$ cat config.mk
export PLATFORM = sky130hd
export DESIGN_NAME = dhx_dehash_unit
export DESIGN_NICKNAME = d
export VERILOG_FILES = /design/src/rtl/dhx_pkg.sv /design/src/rtl/dhx_select.sv /design/src/rtl/dhx_cfg_chk.sv /design/src/rtl/dhx_bit_fix.sv /design/src/rtl/dhx_dehash_unit.sv
export SDC_FILE = /design/constraint.sdc
export NUM_CORES = 1
export LEC_CHECK = 0
export BUFFER_PORTS_ARGS = -buffer_cell sky130_fd_sc_hd__buf_2
export CAP_MARGIN = 20
export CORE_MARGIN = 2
export CORE_UTILIZATION = 39
export DETAILED_ROUTE_END_ITERATION = 10
export PLACE_DENSITY = 0.76
export SYNTH_ARGS = -nofsm -noshare
export SYNTH_HDL_FRONTEND = slang
export SYNTH_HIERARCHICAL = 1
export SYNTH_SLANG_ARGS = --single-unit
$ cat constraint.sdc
create_clock -name clk -period 0.8 [get_ports clk]
set_clock_uncertainty 0.1 [all_clocks]
set_input_delay 0.24 -clock clk [delete_from_list [all_inputs] [get_ports clk]]
set_output_delay 0.24 -clock clk [all_outputs]
set_load 0.01 [all_outputs]
$ cat src/rtl/dhx_pkg.sv
package dhx_pkg;
  // Number of correctable positions and hash levels
  localparam int DHX_TGTS = 5;
  localparam int DHX_LVLS = 4;
  // Width of the candidate window and bits of channel index (log2 of 16)
  localparam int DHX_WIN  = 16;
  localparam int CH_BITS  = 4;
  localparam int INTLV_START = 8;

  // Candidate k sits at 8,9,12,13,14
  function automatic int dhx_tgt_pos(input int k);
    return (k < 2) ? (8 + k) : (10 + k);
  endfunction

  // Source bit for level lvl (0=64K,1=2M,2=1G,3=1T) feeding candidate k
  function automatic int dhx_src_pos(input int lvl, input int k);
    int base;
    case (lvl)
      0:       base = 16;
      1:       base = 21;
      2:       base = 30;
      default: base = 40;
    endcase
    return base + k;
  endfunction
endpackage

$ cat src/rtl/dhx_select.sv
module dhx_select
  import dhx_pkg::*;
#(
  parameter int CNT_W = 5
) (
  input  logic [CNT_W-1:0]    chan_total,
  input  logic                gran_1k,
  output logic [DHX_TGTS-1:0] sel
);
  logic [CNT_W-1:0]   cnt_m1;
  logic [DHX_WIN-1:0] raw_vec;
  logic [DHX_WIN-1:0] vec_1k;
  logic [DHX_WIN-1:0] vec_2k;
  logic [DHX_WIN-1:0] gap_vec;

  assign cnt_m1  = chan_total - CNT_W'(1);
  assign raw_vec = DHX_WIN'(cnt_m1[CH_BITS-1:0]) << INTLV_START;
  // open the gap: two zeros at bit 10 or three zeros at bit 9
  assign vec_1k  = ((raw_vec >> 10) << 12) | (raw_vec & DHX_WIN'(16'h03FF));
  assign vec_2k  = ((raw_vec >> 9)  << 12) | (raw_vec & DHX_WIN'(16'h01FF));
  assign gap_vec = gran_1k ? vec_1k : vec_2k;

  for (genvar k = 0; k < DHX_TGTS; k++) begin : g_sel
    assign sel[k] = gap_vec[dhx_tgt_pos(k)];
  end
endmodule

$ cat src/rtl/dhx_cfg_chk.sv
module dhx_cfg_chk #(
  parameter int CNT_W  = 5,
  parameter int SOCK_W = 3,
  parameter int DIE_W  = 3,
  parameter int POS_W  = 6
) (
  input  logic [CNT_W-1:0]  chan_total,
  input  logic [SOCK_W-1:0] sockets,
  input  logic [DIE_W-1:0]  dies,
  input  logic [POS_W-1:0]  intlv_pos,
  output logic              cfg_bad
);
  localparam int MAX_CHAN = 16;
  localparam int MAX_SOCK = 2;
  localparam int MAX_DIE  = 1;

  logic cnt_bad;
  logic topo_bad;

  assign cnt_bad  = (chan_total == '0)
                  || (chan_total > CNT_W'(MAX_CHAN))
                  || ((chan_total & (chan_total - CNT_W'(1))) != '0);
  assign topo_bad = (intlv_pos != POS_W'(dhx_pkg::INTLV_START))
                  || (sockets > SOCK_W'(MAX_SOCK))
                  || (dies > DIE_W'(MAX_DIE));
  assign cfg_bad  = cnt_bad || topo_bad;
endmodule

$ cat src/rtl/dhx_bit_fix.sv
module dhx_bit_fix
  import dhx_pkg::*;
(
  input  logic [DHX_LVLS-1:0] src_bits,
  input  logic [DHX_LVLS-1:0] hash_en,
  input  logic                selected,
  output logic                flip
);
  logic [DHX_LVLS-1:0] term;

  for (genvar l = 0; l < DHX_LVLS; l++) begin : g_term
    assign term[l] = src_bits[l] & hash_en[l];
  end

  assign flip = selected & (^term);
endmodule

$ cat src/rtl/dhx_dehash_unit.sv
module dhx_dehash_unit
  import dhx_pkg::*;
#(
  parameter int ADDR_W = 48,
  parameter int CNT_W  = 5,
  parameter int SOCK_W = 3,
  parameter int DIE_W  = 3,
  parameter int POS_W  = 6
) (
  input  logic              clk,
  input  logic              rst_n,
  input  logic              in_valid,
  output logic              in_ready,
  input  logic [ADDR_W-1:0] in_addr,
  input  logic [CNT_W-1:0]  in_chan_total,
  input  logic              in_gran_1k,
  input  logic [DHX_LVLS-1:0] in_hash_en,
  input  logic [SOCK_W-1:0] in_sockets,
  input  logic [DIE_W-1:0]  in_dies,
  input  logic [POS_W-1:0]  in_intlv_pos,
  output logic              out_valid,
  input  logic              out_ready,
  output logic [ADDR_W-1:0] out_addr,
  output logic              out_err
);
  // reset synchronizer: asynchronous assert, synchronous release
  logic rst_q1, rst_sync_n;
  always_ff @(posedge clk or negedge rst_n) begin
    if (!rst_n) begin
      rst_q1     <= 1'b0;
      rst_sync_n <= 1'b0;
    end else begin
      rst_q1     <= 1'b1;
      rst_sync_n <= rst_q1;
    end
  end

  logic [DHX_TGTS-1:0] sel;
  logic [DHX_TGTS-1:0] flip;
  logic                cfg_bad;
  logic [ADDR_W-1:0]   flip_mask;

  dhx_select #(.CNT_W(CNT_W)) u_sel (
    .chan_total (in_chan_total),
    .gran_1k    (in_gran_1k),
    .sel        (sel)
  );

  dhx_cfg_chk #(.CNT_W(CNT_W), .SOCK_W(SOCK_W), .DIE_W(DIE_W), .POS_W(POS_W)) u_cfg (
    .chan_total (in_chan_total),
    .sockets    (in_sockets),
    .dies       (in_dies),
    .intlv_pos  (in_intlv_pos),
    .cfg_bad    (cfg_bad)
  );

  for (genvar k = 0; k < DHX_TGTS; k++) begin : g_fix
    logic [DHX_LVLS-1:0] src_bits;
    for (genvar l = 0; l < DHX_LVLS; l++) begin : g_src
      assign src_bits[l] = in_addr[dhx_src_pos(l, k)];
    end
    dhx_bit_fix u_fix (
      .src_bits (src_bits),
      .hash_en  (in_hash_en),
      .selected (sel[k]),
      .flip     (flip[k])
    );
  end

  always_comb begin
    flip_mask = '0;
    for (int k = 0; k < DHX_TGTS; k++) begin
      flip_mask[dhx_tgt_pos(k)] = flip[k];
    end
  end

  // next state
  logic              load_en;
  logic              vld_nxt;
  logic [ADDR_W-1:0] addr_nxt;
  logic              err_nxt;
  logic              vld_q;
  logic [ADDR_W-1:0] addr_q;
  logic              err_q;

  assign in_ready = rst_sync_n && (!vld_q || out_ready);
  assign load_en  = in_valid && in_ready;

  always_comb begin
    addr_nxt = in_addr;
    err_nxt  = cfg_bad;
    if (!cfg_bad) begin
      addr_nxt = in_addr ^ flip_mask;
    end
    if (load_en) begin
      vld_nxt = 1'b1;
    end else if (out_ready) begin
      vld_nxt = 1'b0;
    end else begin
      vld_nxt = vld_q;
    end
  end

  // registers
  always_ff @(posedge clk or negedge rst_sync_n) begin
    if (!rst_sync_n) begin
      vld_q <= 1'b0;
    end else begin
      vld_q <= vld_nxt;
    end
  end

  always_ff @(posedge clk) begin
    if (load_en) begin
      addr_q <= addr_nxt;
      err_q  <= err_nxt;
    end
  end

  assign out_valid = vld_q;
  assign out_addr  = addr_q;
  assign out_err   = err_q;
endmodule

==> results.md <==
* First-pass GRT wire length at 7520 um
* CP bufs+invs at 1
* Remaining global-route overflow at 0
* Largest net degree at the start of global routing at 36
* TNS Setup at -48.60 ns
* Worst path cell trace: nand2b_1 > and2_4 > buf_6
* Main combinational cell family by area after synthesis: simple AND/OR/NAND/NOR gates
* Synth Area in Adders at 0.601%
* Yosys reg bits at 52
* DR iter-0 viols at 52
* Syn Area/Cell at 15.6 sq um
* Inserted Clock Buffers at 5
* Setup Crit Path Kind: reg2out
* Compound-gate portion of the synthesized area at under 10%
* IO buf count at 123
* Post-Route Utilization at between 60 and 70%
* Initial DRT Pass Iterations at 4
* P_leak at 1.40 nW
* Final hold slack at 0.0142 ns
* Die Y at 77.0 um
* Multiplexer area fraction after synthesis at less than 1%
* Total GRT Usage at approximately 17%
* Antenna-violating nets left at 0
* RSZ-0062 raised after global routing: yes
* Max clock buf depth at 2
* Core Region at 0.00514 sq mm
* Xor and xnor area share after synthesis at 9.68%
* Crit path time final at 1.40 ns
* Highest clock rate at 712 MHz
* Root buffer cell: clkbuf_8
* Status: complete, but fails checks
* Avg WL per Cell at about 14 um
* Row count at 26
* Worst min path class: in2reg
* Clock latency on the worst-skew pair at 0.29 ns
* Startpoint Class: flip-flop
* PD cells at 1710 mW/mm^2
* Final setup viols at 107
* H-tree depth at 2
* RePlAce Congestion at 0.695
* Routed WL at 4900 um
* Syn Nets at ~210
* Via density per instance at 4.54
* CP peak stage delay at about 0.39 ns
* Top-level port count at 125
* Crit path required time at between 0.4 and 0.5 ns
* Starting Density at 40.5%
* Critical path's slowest cell: dfrtp_1
* Die ar. at between 0.005 and 0.006 sq mm
* Fillers at approximately 420
* Seq/Total Area, Yosys at about three quarters
* Layout area overhead at 52.3%
* Post-place setup slack at -0.996 ns
* Vias in the first global route at approximately 1,600
* Initial antenna violation count at 0
* Drt drc at 0
* Clock transition at the registers of the reported paths at 0.09 ns
* Setup WS post-layout at -0.604 ns
* Post-synthesis cell area at 0.00208 sq mm
* CP Capture Type: primary output
* Crit-path leading delay family: flip-flops
* Diode count at 0
* Final Hold Fails at 0
* CP Max Fanout at 3
* Max-slew violations at 0
* Yosys Warn Count at 6
* Max Cap Viol at 0
* Cell count after synthesis at between 100 and 150
* Failing checks: negative setup slack
* NumNets Final at 353
* Number of distinct library cells after synthesis at 26
* Layout cells sized above 1 at 58.4%
* TritonCTS clock tree: done
* # clock sinks at 52
* Total power at 5.41 mW
* Worst Path Arrival at roughly 1.1 ns
* Post-Synth Simple-Gate Area at roughly an eighth
* VDD IR-drop max at 664 uV
* Final period utilization at 175%
* Via count at 1,585
* Die Wd at between 70 and 80 um
-- per-layer routing --
| metal | vias up | GRT usage [%] | wire [um] |
|---|---|---|---|
| li1 | 759 | - | - |
| met1 | 731 | 18.4 | 1860 |
| met2 | 89 | 31.6 | 2560 |
| met3 | 6 | 4.12 | 420 |
| met4 | 0 | 4.82 | 57 |
| met5 | - | 0 | 0 |
-- placed cells by master (no fill, tap or decap), types with 2 or more instances in the layout --
| cell | count |
|---|---|
| clkinvlp_4 | 2 |
| edfxtp_1 | 49 |
| xnor2_2 | 3 |
| buf_2 | 117 |
| dfrtp_1 | 3 |
| nand2b_4 | 5 |
| buf_6 | 8 |
| xnor2_1 | 15 |
| clkbuf_8 | 5 |
| xor2_1 | 5 |
| and2_4 | 3 |
| nand2_1 | 22 |
| buf_4 | 9 |
| nor2_1 | 2 |
| and2_1 | 3 |
-- logic make-up (layout without fill, tap and decap cells) --
group / Yosys count / after routing
xor gates and xnor gates: 23 / 23
DFF: 52 / 52
muxes: 1 / 1
and+or+nand+nor: 48 / 48
AOI/OAI and AO/OA: 5 / 5
other: 1 / 1
adders and majority gates: 1 / 1
buffers and inverters: 2 / 148
-- per-stage QoR --
stage               instances  cell area, sq um
CTS                       348              3130
floorplan                 133              2130
global route              349              3170
finish                    349              3170
detailed placement        334              2910
global placement          334              2910
-- where the power goes --
part	switching [mW]	internal, mW
combinational	0.411	0.446
clock	0.814	0.604
sequential	0.0276	3.11
total	1.25	4.16
-- registers in the layout (all words and copies together) (netlist names) --
register,cells
out_valid,1
rst_q1,1
out_addr,48
rst_sync_n,1
out_err,1
-- cell usage after synthesis --
master / number / area, sq um
a211oi_1: 1 / 7.51
a22oi_1: 1 / 7.51
a31oi_1: 1 / 6.26
and2_1: 6 / 37.5
and3_1: 1 / 6.26
conb_1: 1 / 3.75
dfrtp_1: 3 / 75.1
edfxtp_1: 49 / 1470
ha_1: 1 / 12.5
inv_1: 2 / 7.51
mux2i_1: 1 / 10.0
nand2_1: 23 / 86.3
nand2b_1: 5 / 31.3
nand2b_4: 1 / 13.8
nand3b_1: 1 / 7.51
nand4_1: 1 / 6.26
nor2_1: 3 / 11.3
nor2b_1: 2 / 12.5
nor3_1: 2 / 10.0
nor4_4: 1 / 21.3
nor4b_1: 1 / 8.76
o211a_1: 1 / 10.0
o22ai_1: 1 / 6.26
or3b_1: 1 / 8.76
xnor2_1: 18 / 158
xor2_1: 5 / 43.8
-- what timing repair did --
item                       4_1_cts  5_1_grt
setup buffers                    4        2
pin swaps                        4        0
hold buffers                     1        0
setup endpoints to repair      107      107
hold endpoints to repair         2        0
gates cloned                     1        0
gates resized for setup         15       11
-- area by class of cell --
type,count,area (sq um),area share [%]
clock buffers,5,68.8,2.17
clock inverters,3,18.8,0.592
multi-input cells,79,623,19.7
flip-flops and latches,52,1550,48.8
well taps,70,87.6,2.76
inverters,2,7.51,0.237
repair buffers,138,816,25.8
-- worst paths after layout --
check | cells past startpoint | slack [ns] | startpoint | end
setup / recovery | 3 | -0.60 | out_valid | in_ready
hold / removal | 1 | 0.01 | in_addr[36] | out_addr[36]
setup reg to reg | 3 | -0.59 | out_valid | out_addr[28]
hold reg to reg | 2 | 0.14 | rst_sync_n | out_valid
max in group asynchronous | 2 | 0.35 | rst_n | rst_sync_n
min in group asynchronous | 2 | 0.14 | rst_sync_n | out_valid
No activity file was read; power rests on OpenSTA's default activity.
